==> config.mk <==
export PLATFORM = sky130hd
export DESIGN_NAME = wonce_wdog
export DESIGN_NICKNAME = d
export VERILOG_FILES = /design/src/rtl/wonce_pkg.sv /design/src/rtl/wonce_regs.sv /design/src/rtl/wonce_clksel.sv /design/src/rtl/wonce_counter.sv /design/src/rtl/wonce_wdog.sv
export SDC_FILE = /design/constraint.sdc
export NUM_CORES = 1
export LEC_CHECK = 0
export ABC_AREA = 1
export BUFFER_PORTS_ARGS = -buffer_cell sky130_fd_sc_hd__buf_4
export CAP_MARGIN = 20
export CORE_ASPECT_RATIO = 2
export CORE_MARGIN = 2
export CORE_UTILIZATION = 28
export DETAILED_ROUTE_END_ITERATION = 7
export HOLD_SLACK_MARGIN = 0.06
export MAX_ROUTING_LAYER = met4
export PLACE_DENSITY = 0.48
export SLEW_MARGIN = 20
export SYNTH_ARGS = -nofsm -noshare
export SYNTH_HDL_FRONTEND = slang
export SYNTH_SLANG_ARGS = --single-unit
==> constraint.sdc <==
create_clock -name clk -period 6.3 [get_ports clk]
set_clock_uncertainty 0.15 [all_clocks]
set_input_delay 0.315 -clock clk [delete_from_list [all_inputs] [get_ports clk]]
set_output_delay 0.315 -clock clk [all_outputs]
set_load 0.05 [all_outputs]
==> src/rtl/wonce_pkg.sv <==
package wonce_pkg;

    localparam int RATE_W = 3;
    localparam int RATE_MAX = (1 << RATE_W) - 1;

    typedef struct packed {
        logic              win;
        logic              bd;
        logic [RATE_W-1:0] rate;
        logic              used;
        logic              armed;
    } ctl_state_t;

    typedef struct packed {
        logic sel;
    } src_state_t;

endpackage

==> src/rtl/wonce_regs.sv <==
module wonce_regs
    import wonce_pkg::*;
(
    input  logic              clk,
    input  logic              rst_n,
    input  logic              special_i,
    input  logic              nv_load_i,
    input  logic [7:0]        nv_data_i,
    input  logic              wr_en_i,
    input  logic [7:0]        wr_data_i,
    input  logic              clear_i,
    output logic              win_o,
    output logic              bd_o,
    output logic [RATE_W-1:0] rate_o,
    output logic              restart_o
);

    localparam int WIN_BIT  = 7;
    localparam int BD_BIT   = 6;
    localparam int MASK_BIT = 5;

    ctl_state_t st_d, st_q;
    logic       used_now;
    logic       armed_now;
    logic       load_take;
    logic       unused_bits;

    assign unused_bits = ^{nv_data_i[5:3], wr_data_i[4:3]};

    always_comb begin
        st_d      = st_q;
        restart_o = 1'b0;
        // a timeout request opens a fresh boot before anything else is applied
        used_now  = st_q.used & ~clear_i;
        armed_now = st_q.armed | clear_i;
        load_take = nv_load_i & armed_now;
        st_d.used  = used_now;
        st_d.armed = armed_now;

        if (load_take) begin
            st_d.win   = nv_data_i[WIN_BIT];
            st_d.bd    = nv_data_i[BD_BIT];
            st_d.rate  = nv_data_i[RATE_W-1:0];
            st_d.armed = 1'b0;
            restart_o  = (nv_data_i[RATE_W-1:0] != '0);
        end else if (wr_en_i) begin
            if (special_i) begin
                restart_o = 1'b1;
                st_d.bd   = wr_data_i[BD_BIT];
                if (!wr_data_i[MASK_BIT]) begin
                    st_d.win  = wr_data_i[WIN_BIT];
                    st_d.rate = wr_data_i[RATE_W-1:0];
                end
            end else begin
                if (!wr_data_i[MASK_BIT] && !used_now) begin
                    st_d.used = 1'b1;
                    if (wr_data_i[RATE_W-1:0] != '0) begin
                        st_d.rate = wr_data_i[RATE_W-1:0];
                        restart_o = 1'b1;
                    end
                    if (wr_data_i[WIN_BIT]) begin
                        st_d.win  = 1'b1;
                        restart_o = 1'b1;
                    end
                end
                if (wr_data_i[BD_BIT] && !st_q.bd) begin
                    st_d.bd   = 1'b1;
                    restart_o = 1'b1;
                end
            end
        end
    end

    always_ff @(posedge clk or negedge rst_n) begin
        if (!rst_n) begin
            st_q <= '{win: 1'b0, bd: 1'b0, rate: '0, used: 1'b0, armed: 1'b1};
        end else begin
            st_q <= st_d;
        end
    end

    assign win_o  = st_q.win;
    assign bd_o   = st_q.bd;
    assign rate_o = st_q.rate;

    // once the normal-mode write is spent, fields hold until a new boot
    a_r8_once_hold: assert property (@(posedge clk) disable iff (!rst_n)
        (!special_i && st_q.used && !clear_i && !nv_load_i)
        |=> ($stable(st_q.rate) && $stable(st_q.win)));

    // in normal mode the backdoor bit never falls
    a_r10_bd_sticky: assert property (@(posedge clk) disable iff (!rst_n)
        (!special_i && st_q.bd && !(nv_load_i && (st_q.armed || clear_i)))
        |=> st_q.bd);

    // a second load in the same boot leaves the fields untouched
    a_r2_single_load: assert property (@(posedge clk) disable iff (!rst_n)
        (nv_load_i && !st_q.armed && !clear_i && !wr_en_i)
        |=> ($stable(st_q.rate) && $stable(st_q.win) && $stable(st_q.bd)));

endmodule

==> src/rtl/wonce_clksel.sv <==
module wonce_clksel
    import wonce_pkg::*;
(
    input  logic clk,
    input  logic rst_n,
    input  logic sel_osc_i,
    input  logic osc_up_i,
    input  logic irc_tick_i,
    input  logic osc_tick_i,
    input  logic stop_i,
    input  logic pseudo_stop_i,
    input  logic osc_en_i,
    output logic tick_o,
    output logic changed_o,
    output logic halt_o
);

    src_state_t src_d, src_q;
    logic       sel_eff;
    logic       keep_alive;

    always_comb begin
        sel_eff    = sel_osc_i & osc_up_i;
        src_d.sel  = sel_eff;
        changed_o  = sel_eff ^ src_q.sel;
        tick_o     = sel_eff ? osc_tick_i : irc_tick_i;
        keep_alive = pseudo_stop_i & sel_eff & osc_en_i;
        halt_o     = stop_i & ~keep_alive;
    end

    always_ff @(posedge clk or negedge rst_n) begin
        if (!rst_n) begin
            src_q <= '{sel: 1'b0};
        end else begin
            src_q <= src_d;
        end
    end

endmodule

==> src/rtl/wonce_counter.sv <==
module wonce_counter
    import wonce_pkg::*;
#(
    parameter int BASE_EXP = 13,
    parameter int STEP_EXP = 2
) (
    input  logic              clk,
    input  logic              rst_n,
    input  logic [RATE_W-1:0] rate_i,
    input  logic              tick_i,
    input  logic              halt_i,
    input  logic              restart_i,
    output logic              req_o
);

    localparam int CNT_W = BASE_EXP + STEP_EXP * RATE_MAX;

    typedef struct packed {
        logic [CNT_W-1:0] cnt;
        logic             req;
    } cnt_state_t;

    cnt_state_t cs_d, cs_q;
    logic [CNT_W:0] last_val;
    int unsigned    shamt;

    always_comb begin
        shamt    = BASE_EXP + STEP_EXP * int'(rate_i);
        last_val = ({{CNT_W{1'b0}}, 1'b1} << shamt) - 1'b1;
        cs_d     = cs_q;
        cs_d.req = 1'b0;
        if (restart_i || rate_i == '0) begin
            cs_d.cnt = '0;
        end else if (tick_i && !halt_i) begin
            if ({1'b0, cs_q.cnt} == last_val) begin
                cs_d.cnt = '0;
                cs_d.req = 1'b1;
            end else begin
                cs_d.cnt = cs_q.cnt + 1'b1;
            end
        end
    end

    always_ff @(posedge clk or negedge rst_n) begin
        if (!rst_n) begin
            cs_q <= '{cnt: '0, req: 1'b0};
        end else begin
            cs_q <= cs_d;
        end
    end

    assign req_o = cs_q.req;

    // the request lasts one cycle
    a_r3_req_single: assert property (@(posedge clk) disable iff (!rst_n)
        cs_q.req |=> !cs_q.req);

    // a disabled watchdog stays quiet
    a_r4_off_quiet: assert property (@(posedge clk) disable iff (!rst_n)
        (rate_i == '0) |=> !cs_q.req);

    // a halted count holds its value
    a_r7_halt_hold: assert property (@(posedge clk) disable iff (!rst_n)
        (halt_i && !restart_i && rate_i != '0) |=> $stable(cs_q.cnt));

    // a restart always begins from zero
    a_r11_restart_zero: assert property (@(posedge clk) disable iff (!rst_n)
        restart_i |=> (cs_q.cnt == '0 && !cs_q.req));

endmodule

==> src/rtl/wonce_wdog.sv <==
module wonce_wdog
    import wonce_pkg::*;
#(
    parameter int BASE_EXP = 13,
    parameter int STEP_EXP = 2
) (
    input  logic       clk,
    input  logic       rst_n,
    input  logic       special_mode_i,
    input  logic       nv_load_i,
    input  logic [7:0] nv_data_i,
    input  logic       wr_en_i,
    input  logic [7:0] wr_data_i,
    output logic [7:0] rd_data_o,
    input  logic       sel_osc_i,
    input  logic       osc_up_i,
    input  logic       irc_tick_i,
    input  logic       osc_tick_i,
    input  logic       stop_i,
    input  logic       pseudo_stop_i,
    input  logic       osc_en_i,
    output logic       rst_req_o
);

    logic              win;
    logic              bd;
    logic [RATE_W-1:0] rate;
    logic              wr_restart;
    logic              src_change;
    logic              tick;
    logic              halt;
    logic              req;

    wonce_regs u_regs (
        .clk       (clk),
        .rst_n     (rst_n),
        .special_i (special_mode_i),
        .nv_load_i (nv_load_i),
        .nv_data_i (nv_data_i),
        .wr_en_i   (wr_en_i),
        .wr_data_i (wr_data_i),
        .clear_i   (req),
        .win_o     (win),
        .bd_o      (bd),
        .rate_o    (rate),
        .restart_o (wr_restart)
    );

    wonce_clksel u_clksel (
        .clk           (clk),
        .rst_n         (rst_n),
        .sel_osc_i     (sel_osc_i),
        .osc_up_i      (osc_up_i),
        .irc_tick_i    (irc_tick_i),
        .osc_tick_i    (osc_tick_i),
        .stop_i        (stop_i),
        .pseudo_stop_i (pseudo_stop_i),
        .osc_en_i      (osc_en_i),
        .tick_o        (tick),
        .changed_o     (src_change),
        .halt_o        (halt)
    );

    wonce_counter #(
        .BASE_EXP (BASE_EXP),
        .STEP_EXP (STEP_EXP)
    ) u_counter (
        .clk       (clk),
        .rst_n     (rst_n),
        .rate_i    (rate),
        .tick_i    (tick),
        .halt_i    (halt),
        .restart_i (wr_restart | src_change),
        .req_o     (req)
    );

    assign rd_data_o = {win, bd, 3'b000, rate};
    assign rst_req_o = req;

    // unimplemented and mask positions always read zero
    a_r1_zero_bits: assert property (@(posedge clk) disable iff (!rst_n)
        rd_data_o[5:3] == 3'b000);

endmodule

==> impl_metrics.env <==
export IMPL_postRouteAntennaNets=0
export IMPL_clk_pin_slew_worst_paths_ns=0.06
export IMPL_grt_overflow_total=0
export IMPL_dieArea_um2=12300
export IMPL_vias=3229
export IMPL_startpoint_type="register"
export IMPL_cp_depth=14
export IMPL_track_usage=0.170
export IMPL_syn_area_per_cell_um2=6.27
export IMPL_rsz0062_at_grt="false"
export IMPL_first_pass_iters=4
export IMPL_syn_area_um2=3180
export IMPL_synth_top_area_share=0.276
export IMPL_p_int_mw=0.470
export IMPL_reg2reg_to="u_counter.cs_q[12]$_DFFE_PN0P_"
export IMPL_avgViaCountPerCell=4.80
export IMPL_io_buffers=28
export IMPL_grt_pass1_wl_um=15700
export IMPL_critPathKind="register to register"
export IMPL_yosysTopAreaCell="dfrtp_1"
export IMPL_worstPathRequired_ns=6.32
export IMPL_r2r_cells=14
export IMPL_cts_sinks=36
export IMPL_critPathBufInv=1
export IMPL_final_cell_mix="nand2_1, nor2_1, inv_1, nand3_1, dfrtp_1"
export IMPL_nets=565
export IMPL_drc=0
export IMPL_synthTopCellsByArea="dfrtp_1, nand2_1, nor2_1, inv_1, nand3_1"
export IMPL_setup_viol=0
export IMPL_ys_ff_latch=36
export IMPL_synth_xor_area_share=0.0414
export IMPL_min_path_type="input pin to register"
export IMPL_final_util=0.324
export IMPL_grt_max_degree=37
export IMPL_arrival_ns=3.46
export IMPL_final_common_cell="nand2_1"
export IMPL_synth_top_family_by_area="simple AND/OR/NAND/NOR gates"
export IMPL_fmax_mhz=291
export IMPL_r2r_slack_ns=2.86
export IMPL_clock_power_share=0.350
export IMPL_critPathLaunch="u_regs.rate_o[1]$_DFFE_PN0P_"
export IMPL_worstPathCellList="inv_4, ha_1, nand3_1, ha_1, or2_2, nand3_1, nor2_1, nand3_1, nor2_1, nand2_1, nor2_2, nand3_4, nand2_1, nand2_1"
export IMPL_fp_dieH_um=155
export IMPL_synth_compound_area_frac=0.0870
export IMPL_drtIter0Drc=147
export IMPL_cts_made_buffers=5
export IMPL_critPathMaxFanout=28
export IMPL_crit_end="u_counter.cs_q[12]$_DFFE_PN0P_"
export IMPL_ys_flop_type="dfrtp_1"
export IMPL_synth_simple_area_share=0.448
export IMPL_coreArea_um2=11200
export IMPL_hold_viol=0
export IMPL_p_sw_frac=0.360
export IMPL_ys_warn_count=0
export IMPL_grt_pass1_vias=3210
export IMPL_timing_rr_start="u_regs.rate_o[1]$_DFFE_PN0P_"
export IMPL_final_area_um2=3630
export IMPL_post_route_period_util=0.546
export IMPL_routed_wl_um=9420
export IMPL_netSwitchingPower_mw=0.264
export IMPL_cap_violations=0
export IMPL_power_share_sequential=0.336
export IMPL_rows=55
export IMPL_dp_cells=663
export IMPL_synthAdderAreaFrac=0.0276
export IMPL_start_util=0.283
export IMPL_ys_async_sr_fraction=1.00
export IMPL_cpPeakStageDelay_ns=0.66
export IMPL_pwr_share_comb=0.314
export IMPL_syn2layout_area_growth_pct=14.3
export IMPL_postCtsSetupBuffers=0
export IMPL_top_level_ports=37
export IMPL_outcome="complete, no violations"
export IMPL_h_tree_depth=2
export IMPL_synth_mux_area_frac=0
export IMPL_clock_latency_ns=0.29
export IMPL_dpl_hpwl_um=7360
export IMPL_report_final_slew_viol_count=0
export IMPL_timing_final_crit_period_ns=3.44
export IMPL_synth_cells=507
export IMPL_gp_congestion=0.871
export IMPL_synth_edf_count=0
export IMPL_final_cells=673
export IMPL_holdCritStartpoint="wr_data_i[5]"
export IMPL_antenna_found_initial=0
export IMPL_seq_area_frac_synth=0.284
export IMPL_drive_gt1_frac=0.130
export IMPL_end_kind="register"
export IMPL_max_slew_margin=0.615
export IMPL_leakage_nw=1.73
export IMPL_die_x_um=79.3
export IMPL_cp_top_family="simple AND/OR/NAND/NOR gates"
export IMPL_cts_tree="done"
export IMPL_cp_slowest_cell="dfrtp_1"
export IMPL_setup_tns_ns=0
export IMPL_clockBufferDepth=2
export IMPL_avgRoutedWirePerCell_um=14.0
export IMPL_placedInstanceArea_um2=3460
export IMPL_worst_pin_slew_ns=0.574
export IMPL_synth_cell_types=44
export IMPL_power_per_cell_area_nw_per_um2=202
export IMPL_cts_root_buf="clkbuf_16"
export IMPL_num_antenna_cells=0
export IMPL_vdd_ir_drop_max_uv=149
[synthesized netlist by cell type, types with 3 or more instances]
cell type	n
nand2_1	172
nor2_1	60
inv_1	52
dfrtp_1	35
nand3_1	35
a21oi_1	16
nor3_1	16
o21ai_0	15
nand4_1	10
xor2_1	10
buf_4	9
ha_1	7
nand2_2	6
nor2_2	6
buf_2	5
inv_2	5
xnor2_1	5
o211ai_1	4
or2_2	4
o21ai_1	3
[worst reg2reg max path: cells and delay by family (launching register included)]
| family | cells | cell delay (ns) |
|---|---|---|
| adder cells (fa/ha/maj) | 2 | 0.96 |
| AND/OR/NAND/NOR | 11 | 1.47 |
| buffers and inverters | 1 | 0.10 |
| flip-flops | 1 | 0.66 |
[state kept, by name, indices dropped and copies added (netlist names)]
name             flops
u_counter.cs_q      27
u_regs.rate_o        3
u_regs.st_q          2
u_clksel.src_q       1
u_counter.req_o      1
u_regs.bd_o          1
u_regs.win_o         1
[cell families after synthesis]
family / count (synthesis)
and+or+nand+nor: 322
buffers and inverters: 78
AOI/OAI and AO/OA: 48
DFF: 36
xor gates and xnor gates: 15
adders and majority gates: 7
other: 1
[power by group through the flow]
| stage | clock [mW] | combinational, mW | sequential, mW |
|---|---|---|---|
| floorplan | 0 | 0.178 | 0.248 |
| global placement | 0 | 0.229 | 0.251 |
| detailed placement | 0 | 0.231 | 0.251 |
| CTS | 0.265 | 0.233 | 0.247 |
| global route | 0.275 | 0.259 | 0.248 |
| finish | 0.257 | 0.231 | 0.247 |
[metal layers]
metal | vias to the layer above | GRT usage | routed length (µm)
li1 | 1644 | - | -
met4 | 0 | 0.104 | 567
met3 | 30 | 0.0163 | 154
met5 | - | - | 0
met1 | 1500 | 0.155 | 3280
met2 | 55 | 0.324 | 5420
[worst min-delay path by stage]
stage | depth (start not counted) | slack (ns) | endpoint
detailed placement | 1 | 0.18 | u_clksel.src_q$_DFF_PN0_
CTS | 2 | 0.1 | u_regs.st_q[1]$_DFF_PN0_
floorplan | 0 | -0.13 | u_clksel.src_q$_DFF_PN0_
global placement | 1 | 0.17 | u_regs.rate_o[0]$_DFFE_PN0P_
finish | 2 | 0.10 | u_regs.st_q[1]$_DFF_PN0_
global route | 2 | 0.10 | u_regs.st_q[1]$_DFF_PN0_
[cell type report]
class | instances | area [µm²]
well taps | 142 | 178
repair buffers | 32 | 245
fillers | 1244 | 7590
flip-flops and latches | 36 | 902
clock buffers | 8 | 146
inverters | 60 | 229
multi-input cells | 395 | 1930
[stage by stage]
step | setup slack (ns) | total power, mW | hold slack, ns
floorplan | 3.49 | 0.426 | -0.131
global placement | 2.82 | 0.480 | 0.173
detailed placement | 2.79 | 0.483 | 0.176
CTS | 2.79 | 0.745 | 0.0966
global route | 2.51 | 0.782 | 0.104
finish | 2.86 | 0.734 | 0.100
[timing repair]
action / in CTS / in global routing
gates resized for setup: 0 / 0
endpoints found under the hold margin: 36 / 0
endpoints found under the setup margin: 0 / 0
hold buffers: 2 / 0
Note: power is estimated with default switching activity, not from simulation.
